File: config.mk
export PLATFORM = sky130hd
export DESIGN_NAME = cfar_two_tier
export DESIGN_NICKNAME = d
export VERILOG_FILES = /design/src/rtl/cfar_pkg.sv /design/src/rtl/cfar_col_buf.sv /design/src/rtl/cfar_window_sum.sv /design/src/rtl/cfar_noise_div.sv /design/src/rtl/cfar_classify.sv /design/src/rtl/cfar_two_tier.sv
export SDC_FILE = /design/constraint.sdc
export NUM_CORES = 2
export LEC_CHECK = 0
export ABC_AREA = 0
export BUFFER_PORTS_ARGS = -buffer_cell sky130_fd_sc_hd__buf_2
export CORE_ASPECT_RATIO = 1.75
export CORE_MARGIN = 3
export CORE_UTILIZATION = 34
export DETAILED_ROUTE_END_ITERATION = 6
export SETUP_SLACK_MARGIN = 0.2
export SLEW_MARGIN = 10
export SYNTH_ARGS = -nofsm -noshare
export SYNTH_HDL_FRONTEND = slang
export SYNTH_SLANG_ARGS = --single-unit
File: constraint.sdc
create_clock -name clk -period 164.7 [get_ports clk]
set_input_delay 16.47 -clock clk [delete_from_list [all_inputs] [get_ports clk]]
set_output_delay 16.47 -clock clk [all_outputs]
set_load 0.01 [all_outputs]
File: src/rtl/cfar_pkg.sv
package cfar_pkg;
  typedef enum logic [1:0] {
    CLS_NONE = 2'b00,
    CLS_CAND = 2'b01,
    CLS_CONF = 2'b10
  } cfar_class_e;

  localparam logic [1:0] MODE_CELL_AVG = 2'b00;
  localparam int         ALPHA_W       = 8;
  localparam int         ALPHA_FRAC    = 4;
  localparam logic [7:0] ALPHA_CONF_DEF = 8'h30;
  localparam logic [7:0] ALPHA_SOFT_DEF = 8'h18;
  localparam int         GUARD_DEF     = 2;
  localparam int         TRAIN_DEF     = 8;
endpackage

File: src/rtl/cfar_col_buf.sv
module cfar_col_buf #(
  parameter int DATA_W  = 16,
  parameter int COL_LEN = 32,
  parameter int IDX_W   = $clog2(COL_LEN)
) (
  input  logic                            clk,
  input  logic                            rst_n,
  input  logic                            s_valid,
  input  logic [DATA_W-1:0]               s_data,
  output logic                            s_ready,
  input  logic                            m_ready,
  output logic                            m_valid,
  output logic                            cap_o,
  output logic [IDX_W-1:0]                rd_idx_o,
  output logic [COL_LEN-1:0][DATA_W-1:0]  cells_o
);
  localparam logic [IDX_W-1:0] LAST = IDX_W'(COL_LEN - 1);

  logic             grading_q;
  logic [IDX_W-1:0] wr_idx_q;
  logic [IDX_W-1:0] rd_idx_q;
  logic [COL_LEN-1:0][DATA_W-1:0] cells_q;

  assign s_ready  = !grading_q;
  assign m_valid  = grading_q;
  assign cap_o    = !grading_q && s_valid && (wr_idx_q == LAST);
  assign rd_idx_o = rd_idx_q;
  assign cells_o  = cells_q;

  always_ff @(posedge clk) begin
    if (!rst_n) begin
      grading_q <= 1'b0;
      wr_idx_q  <= '0;
      rd_idx_q  <= '0;
    end else if (!grading_q) begin
      if (s_valid) begin
        if (wr_idx_q == LAST) begin
          wr_idx_q  <= '0;
          grading_q <= 1'b1;
        end else begin
          wr_idx_q <= wr_idx_q + 1'b1;
        end
      end
    end else if (m_ready) begin
      if (rd_idx_q == LAST) begin
        rd_idx_q  <= '0;
        grading_q <= 1'b0;
      end else begin
        rd_idx_q <= rd_idx_q + 1'b1;
      end
    end
  end

  always_ff @(posedge clk) begin
    if (!grading_q && s_valid) cells_q[wr_idx_q] <= s_data;
  end
endmodule

File: src/rtl/cfar_window_sum.sv
module cfar_window_sum #(
  parameter int DATA_W  = 16,
  parameter int COL_LEN = 32,
  parameter int IDX_W   = $clog2(COL_LEN),
  parameter int CNT_W   = 4,
  parameter int TOT_W   = CNT_W + 1,
  parameter int SUM_W   = DATA_W + TOT_W
) (
  input  logic [COL_LEN-1:0][DATA_W-1:0] cells_i,
  input  logic [IDX_W-1:0]               cut_i,
  input  logic [CNT_W-1:0]               guard_i,
  input  logic [CNT_W-1:0]               train_i,
  output logic [SUM_W-1:0]               sum_o,
  output logic [TOT_W-1:0]               cnt_o
);
  always_comb begin
    int cut, g, t, n;
    logic [SUM_W-1:0] acc;
    cut = int'(cut_i);
    g   = int'(guard_i);
    t   = int'(train_i);
    n   = 0;
    acc = '0;
    for (int j = 0; j < COL_LEN; j++) begin
      if ((j >= cut - g - t && j <= cut - g - 1) ||
          (j >= cut + g + 1 && j <= cut + g + t)) begin
        acc = acc + SUM_W'(cells_i[j]);
        n   = n + 1;
      end
    end
    sum_o = acc;
    cnt_o = TOT_W'(n);
  end
endmodule

File: src/rtl/cfar_noise_div.sv
module cfar_noise_div #(
  parameter int DATA_W = 16,
  parameter int TOT_W  = 5,
  parameter int SUM_W  = DATA_W + TOT_W
) (
  input  logic [SUM_W-1:0]  sum_i,
  input  logic [TOT_W-1:0]  cnt_i,
  output logic [DATA_W-1:0] noise_o
);
  logic             pow2;
  logic [SUM_W-1:0] quot;

  assign pow2 = (cnt_i != '0) && ((cnt_i & (cnt_i - 1'b1)) == '0);

  always_comb begin
    int sh;
    sh = 0;
    for (int b = 0; b < TOT_W; b++) if (cnt_i[b]) sh = b;
    if (cnt_i == '0)  quot = '0;
    else if (pow2)    quot = sum_i >> sh;
    else              quot = sum_i / SUM_W'(cnt_i);
  end

  assign noise_o = quot[DATA_W-1:0];
endmodule

File: src/rtl/cfar_classify.sv
module cfar_classify
  import cfar_pkg::*;
#(
  parameter int DATA_W = 16
) (
  input  logic [DATA_W-1:0]  cell_i,
  input  logic [DATA_W-1:0]  noise_i,
  input  logic [ALPHA_W-1:0] alpha_conf_i,
  input  logic [ALPHA_W-1:0] alpha_soft_i,
  input  logic               active_i,
  output cfar_class_e        class_o
);
  localparam int PROD_W = DATA_W + ALPHA_W;

  logic [PROD_W-1:0] thr_conf, thr_soft, cell_x;

  assign thr_conf = (PROD_W'(alpha_conf_i) * PROD_W'(noise_i)) >> ALPHA_FRAC;
  assign thr_soft = (PROD_W'(alpha_soft_i) * PROD_W'(noise_i)) >> ALPHA_FRAC;
  assign cell_x   = PROD_W'(cell_i);

  always_comb begin
    if (!active_i)               class_o = CLS_NONE;
    else if (cell_x > thr_conf)  class_o = CLS_CONF;
    else if (cell_x > thr_soft)  class_o = CLS_CAND;
    else                         class_o = CLS_NONE;
  end
endmodule

File: src/rtl/cfar_two_tier.sv
module cfar_two_tier
  import cfar_pkg::*;
#(
  parameter int DATA_W  = 16,
  parameter int COL_LEN = 32,
  parameter int CNT_W   = 4
) (
  input  logic              clk,
  input  logic              rst_n,
  input  logic              s_valid,
  output logic              s_ready,
  input  logic [DATA_W-1:0] s_data,
  output logic              m_valid,
  input  logic              m_ready,
  output logic [1:0]        m_class,
  input  logic [CNT_W-1:0]  cfg_guard,
  input  logic [CNT_W-1:0]  cfg_train,
  input  logic [7:0]        cfg_alpha_conf,
  input  logic [7:0]        cfg_alpha_soft,
  input  logic              cfg_enable,
  input  logic [1:0]        cfg_mode
);
  localparam int IDX_W = $clog2(COL_LEN);
  localparam int TOT_W = CNT_W + 1;
  localparam int SUM_W = DATA_W + TOT_W;

  logic                           cap;
  logic [IDX_W-1:0]               cut;
  logic [COL_LEN-1:0][DATA_W-1:0] cells;
  logic [SUM_W-1:0]               win_sum;
  logic [TOT_W-1:0]               win_cnt;
  logic [DATA_W-1:0]              noise;
  cfar_class_e                    cls;

  logic [CNT_W-1:0] guard_q, train_q;
  logic [7:0]       aconf_q, asoft_q;
  logic             en_q;
  logic [1:0]       mode_q;

  always_ff @(posedge clk) begin
    if (!rst_n) begin
      guard_q <= CNT_W'(GUARD_DEF);
      train_q <= CNT_W'(TRAIN_DEF);
      aconf_q <= ALPHA_CONF_DEF;
      asoft_q <= ALPHA_SOFT_DEF;
      en_q    <= 1'b0;
      mode_q  <= MODE_CELL_AVG;
    end else if (cap) begin
      guard_q <= cfg_guard;
      train_q <= cfg_train;
      aconf_q <= cfg_alpha_conf;
      asoft_q <= cfg_alpha_soft;
      en_q    <= cfg_enable;
      mode_q  <= cfg_mode;
    end
  end

  cfar_col_buf #(.DATA_W(DATA_W), .COL_LEN(COL_LEN), .IDX_W(IDX_W)) u_buf (
    .clk(clk), .rst_n(rst_n), .s_valid(s_valid), .s_data(s_data),
    .s_ready(s_ready), .m_ready(m_ready), .m_valid(m_valid),
    .cap_o(cap), .rd_idx_o(cut), .cells_o(cells)
  );

  cfar_window_sum #(.DATA_W(DATA_W), .COL_LEN(COL_LEN), .IDX_W(IDX_W),
                    .CNT_W(CNT_W), .TOT_W(TOT_W), .SUM_W(SUM_W)) u_win (
    .cells_i(cells), .cut_i(cut), .guard_i(guard_q), .train_i(train_q),
    .sum_o(win_sum), .cnt_o(win_cnt)
  );

  cfar_noise_div #(.DATA_W(DATA_W), .TOT_W(TOT_W), .SUM_W(SUM_W)) u_div (
    .sum_i(win_sum), .cnt_i(win_cnt), .noise_o(noise)
  );

  cfar_classify #(.DATA_W(DATA_W)) u_cls (
    .cell_i(cells[cut]), .noise_i(noise),
    .alpha_conf_i(aconf_q), .alpha_soft_i(asoft_q),
    .active_i(en_q && (mode_q == MODE_CELL_AVG) && (win_cnt != '0)),
    .class_o(cls)
  );

  assign m_class = cls;
endmodule

==> flow_summary.json <==
{
  "ys_warn_count": 0,
  "hold_ws_ns": 0.471,
  "syn_inst": 9089,
  "cts_tree": "built",
  "slowest_stage": "o31ai_1",
  "r2r_start": "u_buf.wr_idx_q[2]",
  "cp_common_cell": "ha_1",
  "rrSetupSlack_ns": 161.82,
  "clk_pin_slew_worst_paths_ns": 0.06,
  "layout_setup_ws_ns": 52.80,
  "syn-num-nets": 10130,
  "start_kind": "flip-flop",
  "hold_path.class": "reg -> reg",
  "n_fill_cell": 23038,
  "start_util_pct": 34.2,
  "synth_seq_cells": 550,
  "cpPeakStageDelay_ns": 0.86,
  "cts_hold_buf": 0,
  "die_y_um": 637,
  "drv_cap": 0,
  "fmax_mhz": 8.94,
  "post-dp-hpwl_mm": 267,
  "post-route-drc-count": 5,
  "postCtsSetupBuffers": 0,
  "reg2reg_depth": 6,
  "crit_fanout": 21,
  "violations": "DRC",
  "syn_avg_cell_area_um2": 8.51,
  "critPathCaptureType": "primary output",
  "syn2layout_area_growth_pct": 9.11,
  "async_flop_share_pct": 0,
  "tns_ns": 0,
  "worst_slew_pin_slew_ns": 1.22,
  "drive_gt1_share_pct": 9.66,
  "antenna_found_initial": 23,
  "overflow": 0,
  "dp_slack_ns": 55.16,
  "synth_cell_type_count": 143,
  "ioPinCount": 51,
  "relSlewSlack_pct": 16.3,
  "core_mm2": 0.226,
  "first_iter_violations": 4902,
  "finalCritPeriodShare_pct": 67.9,
  "cts_inserted_buffers": 66,
  "critPathRequiredTime_ns": 148.23,
  "viasPerCell": 5.95,
  "cts_root_buffer": "clkbuf_16",
  "rsz0062_at_grt": "no",
  "grt_max_degree": 63,
  "setup.worst_path.end": "m_class[0]",
  "rows": 231,
  "maxSlewViolCount": 0,
  "synth.cell_area_mm2": 0.0773,
  "h-tree-depth": 3,
  "postCtsResizedCells": 0,
  "setup_viol": 0,
  "wire_per_inst_um": 26.3,
  "gp_congestion": 1.00,
  "grt_pass1_wl_mm": 469,
  "clock_skew_ns": 0.0299,
  "port_buffers": 50,
  "synth_edf_count": 512,
  "dieArea_mm2": 0.233,
  "finalWirelength_mm": 322,
  "rr_endpoint": "train_q[3]",
  "die_w_um": 367,
  "cts.path.max_buffers": 3,
  "cp.arrival_ns": 95.43,
  "clkSinkCount": 550,
  "nets": 10174,
  "cp-startpoint": "u_buf.rd_idx_o[3]",
  "layout_min_cycle_time_ns": 111.90,
  "grt_pass1_vias": 75886,
  "status": "complete, but fails checks",
  "synth_flop_cell": "edfxtp_1",
  "grtUsageTotal_pct": 26.7,
  "yosysSeqAreaShare_pct": 20.9,
  "drtPass1Iterations": 7,
  "antenna_left": 0,
  "fin_util_pct": 37.3,
  "hold_violations": 0,
  "crit_type": "reg -> out",
  "via_count": 72787,
  "clock_latency_ns": 0.69
}
placed cells by master (no fill, tap or decap), drive strengths merged, types with 34 or more instances in the layout:
cell / netlist / routed
a21o: 210 / 210
clkbuf: 224 / 73
mux4: 160 / 160
o31ai: 63 / 63
nor2: 810 / 810
o21a: 193 / 193
buf: 58 / 258
a211oi: 75 / 75
a21boi: 117 / 117
mux2i: 116 / 116
nor2b: 111 / 111
nor4: 37 / 37
nand4: 45 / 45
a21oi: 648 / 648
ha: 791 / 791
o21bai: 83 / 83
or3: 58 / 58
xor2: 178 / 178
nor3: 229 / 229
xnor2: 445 / 445
mux2: 126 / 126
or2: 55 / 55
fa: 203 / 203
nand2b: 118 / 118
o22ai: 36 / 36
clkinv: 4 / 34
and2: 108 / 108
inv: 622 / 628
nand3: 169 / 169
edfxtp: 512 / 512
o21ai: 611 / 611
nand2: 1043 / 1043
xnor3: 38 / 38
a31oi: 107 / 107
o211ai: 67 / 67
dfxtp: 38 / 38
and3: 54 / 54
per-layer routing:
metal	vias up	part of all wire (%)	GRT usage [%]
met1	35389	30	22.8
met3	1323	4.5	3.65
li1	33301	-	-
met2	2762	53	51.3
met5	-	0.025	0
met4	12	12	27.3
state kept, by name, indices dropped and copies added (netlist names):
register	flops
asoft_q	8
en_q	1
u_buf.m_valid	1
u_buf.rd_idx_o	5
guard_q	4
train_q	4
aconf_q	8
mode_q	2
u_buf.cells_o	512
u_buf.wr_idx_q	5
area by class of cell:
type | instances | area (um2) | share of cell area (%)
diodes | 15 | 37.5 | 0.0445
clock buffers | 73 | 1740 | 2.06
clock inverters | 47 | 504 | 0.598
inverters | 626 | 2350 | 2.78
multi-input cells | 7631 | 58000 | 68.7
flip-flops and latches | 550 | 16100 | 19.1
well taps | 3029 | 3790 | 4.49
repair buffers | 258 | 1820 | 2.16
Yosys cell counts (all sizes together), types with 63 or more instances:
library cell     n  share of area [%]
nand2         1043                5.1
nor2           810                3.9
ha             791                 13
a21oi          648                4.2
inv            622                3.0
o21ai          611                4.0
edfxtp         512                 20
xnor2          445                5.4
nor3           229                1.5
clkbuf         224                1.1
a21o           210                2.0
fa             203                5.3
o21a           193                1.9
xor2           178                2.0
nand3          169                1.1
mux4           160                4.7
mux2           126                1.8
nand2b         118               0.96
a21boi         117                1.1
mux2i          116                1.5
nor2b          111               0.90
and2           108               0.88
a31oi          107               0.87
o21bai          83               0.81
a211oi          75               0.77
o211ai          67               0.66
o31ai           63               0.62
cells by family (layout without fill, tap and decap cells):
logic type | after synthesis | in the layout | synth area share [%]
buf+inv | 908 | 1004 | 4.45
other cells | 0 | 15 | 0
mux | 402 | 402 | 8.01
simple gates | 2960 | 2960 | 17.8
fa+ha+maj | 1002 | 1002 | 18.2
xor+xnor | 663 | 663 | 8.58
flops | 550 | 550 | 20.9
compound gates | 2604 | 2604 | 22.1
worst min-delay path by stage:
stage                     startpoint   endpoint  cells past startpoint  slack (ns)
after global placement          en_q       en_q                      2        0.45
after floorplan            mode_q[0]  mode_q[0]                      2        0.44
after CTS                       en_q       en_q                      2        0.47
after detailed placement        en_q       en_q                      2        0.46
final                      mode_q[0]  mode_q[0]                      2        0.47
after global routing       mode_q[1]  mode_q[1]                      2        0.49
critical path, delay by kind of cell (launching register included):
kind	cells	cell delay, ns
adder cells (fa/ha/maj)	60	20.36
multiplexers	15	4.38
buffers and inverters	17	2.16
AO/OA/AOI/OAI	173	38.79
flip-flops	1	0.31
XOR/XNOR	27	4.88
AND/OR/NAND/NOR	110	23.61
per-stage QoR:
step                cells  instance area, um2
detailed placement  12093               82100
global route        12223               84400
finish              12229               84400
global placement    12093               82100
CTS                 12213               84300
floorplan            9089               77300
Power is left out: the tool's default activity adds up to more than one toggle a clock period on the data nets, which glitch-free logic cannot reach.
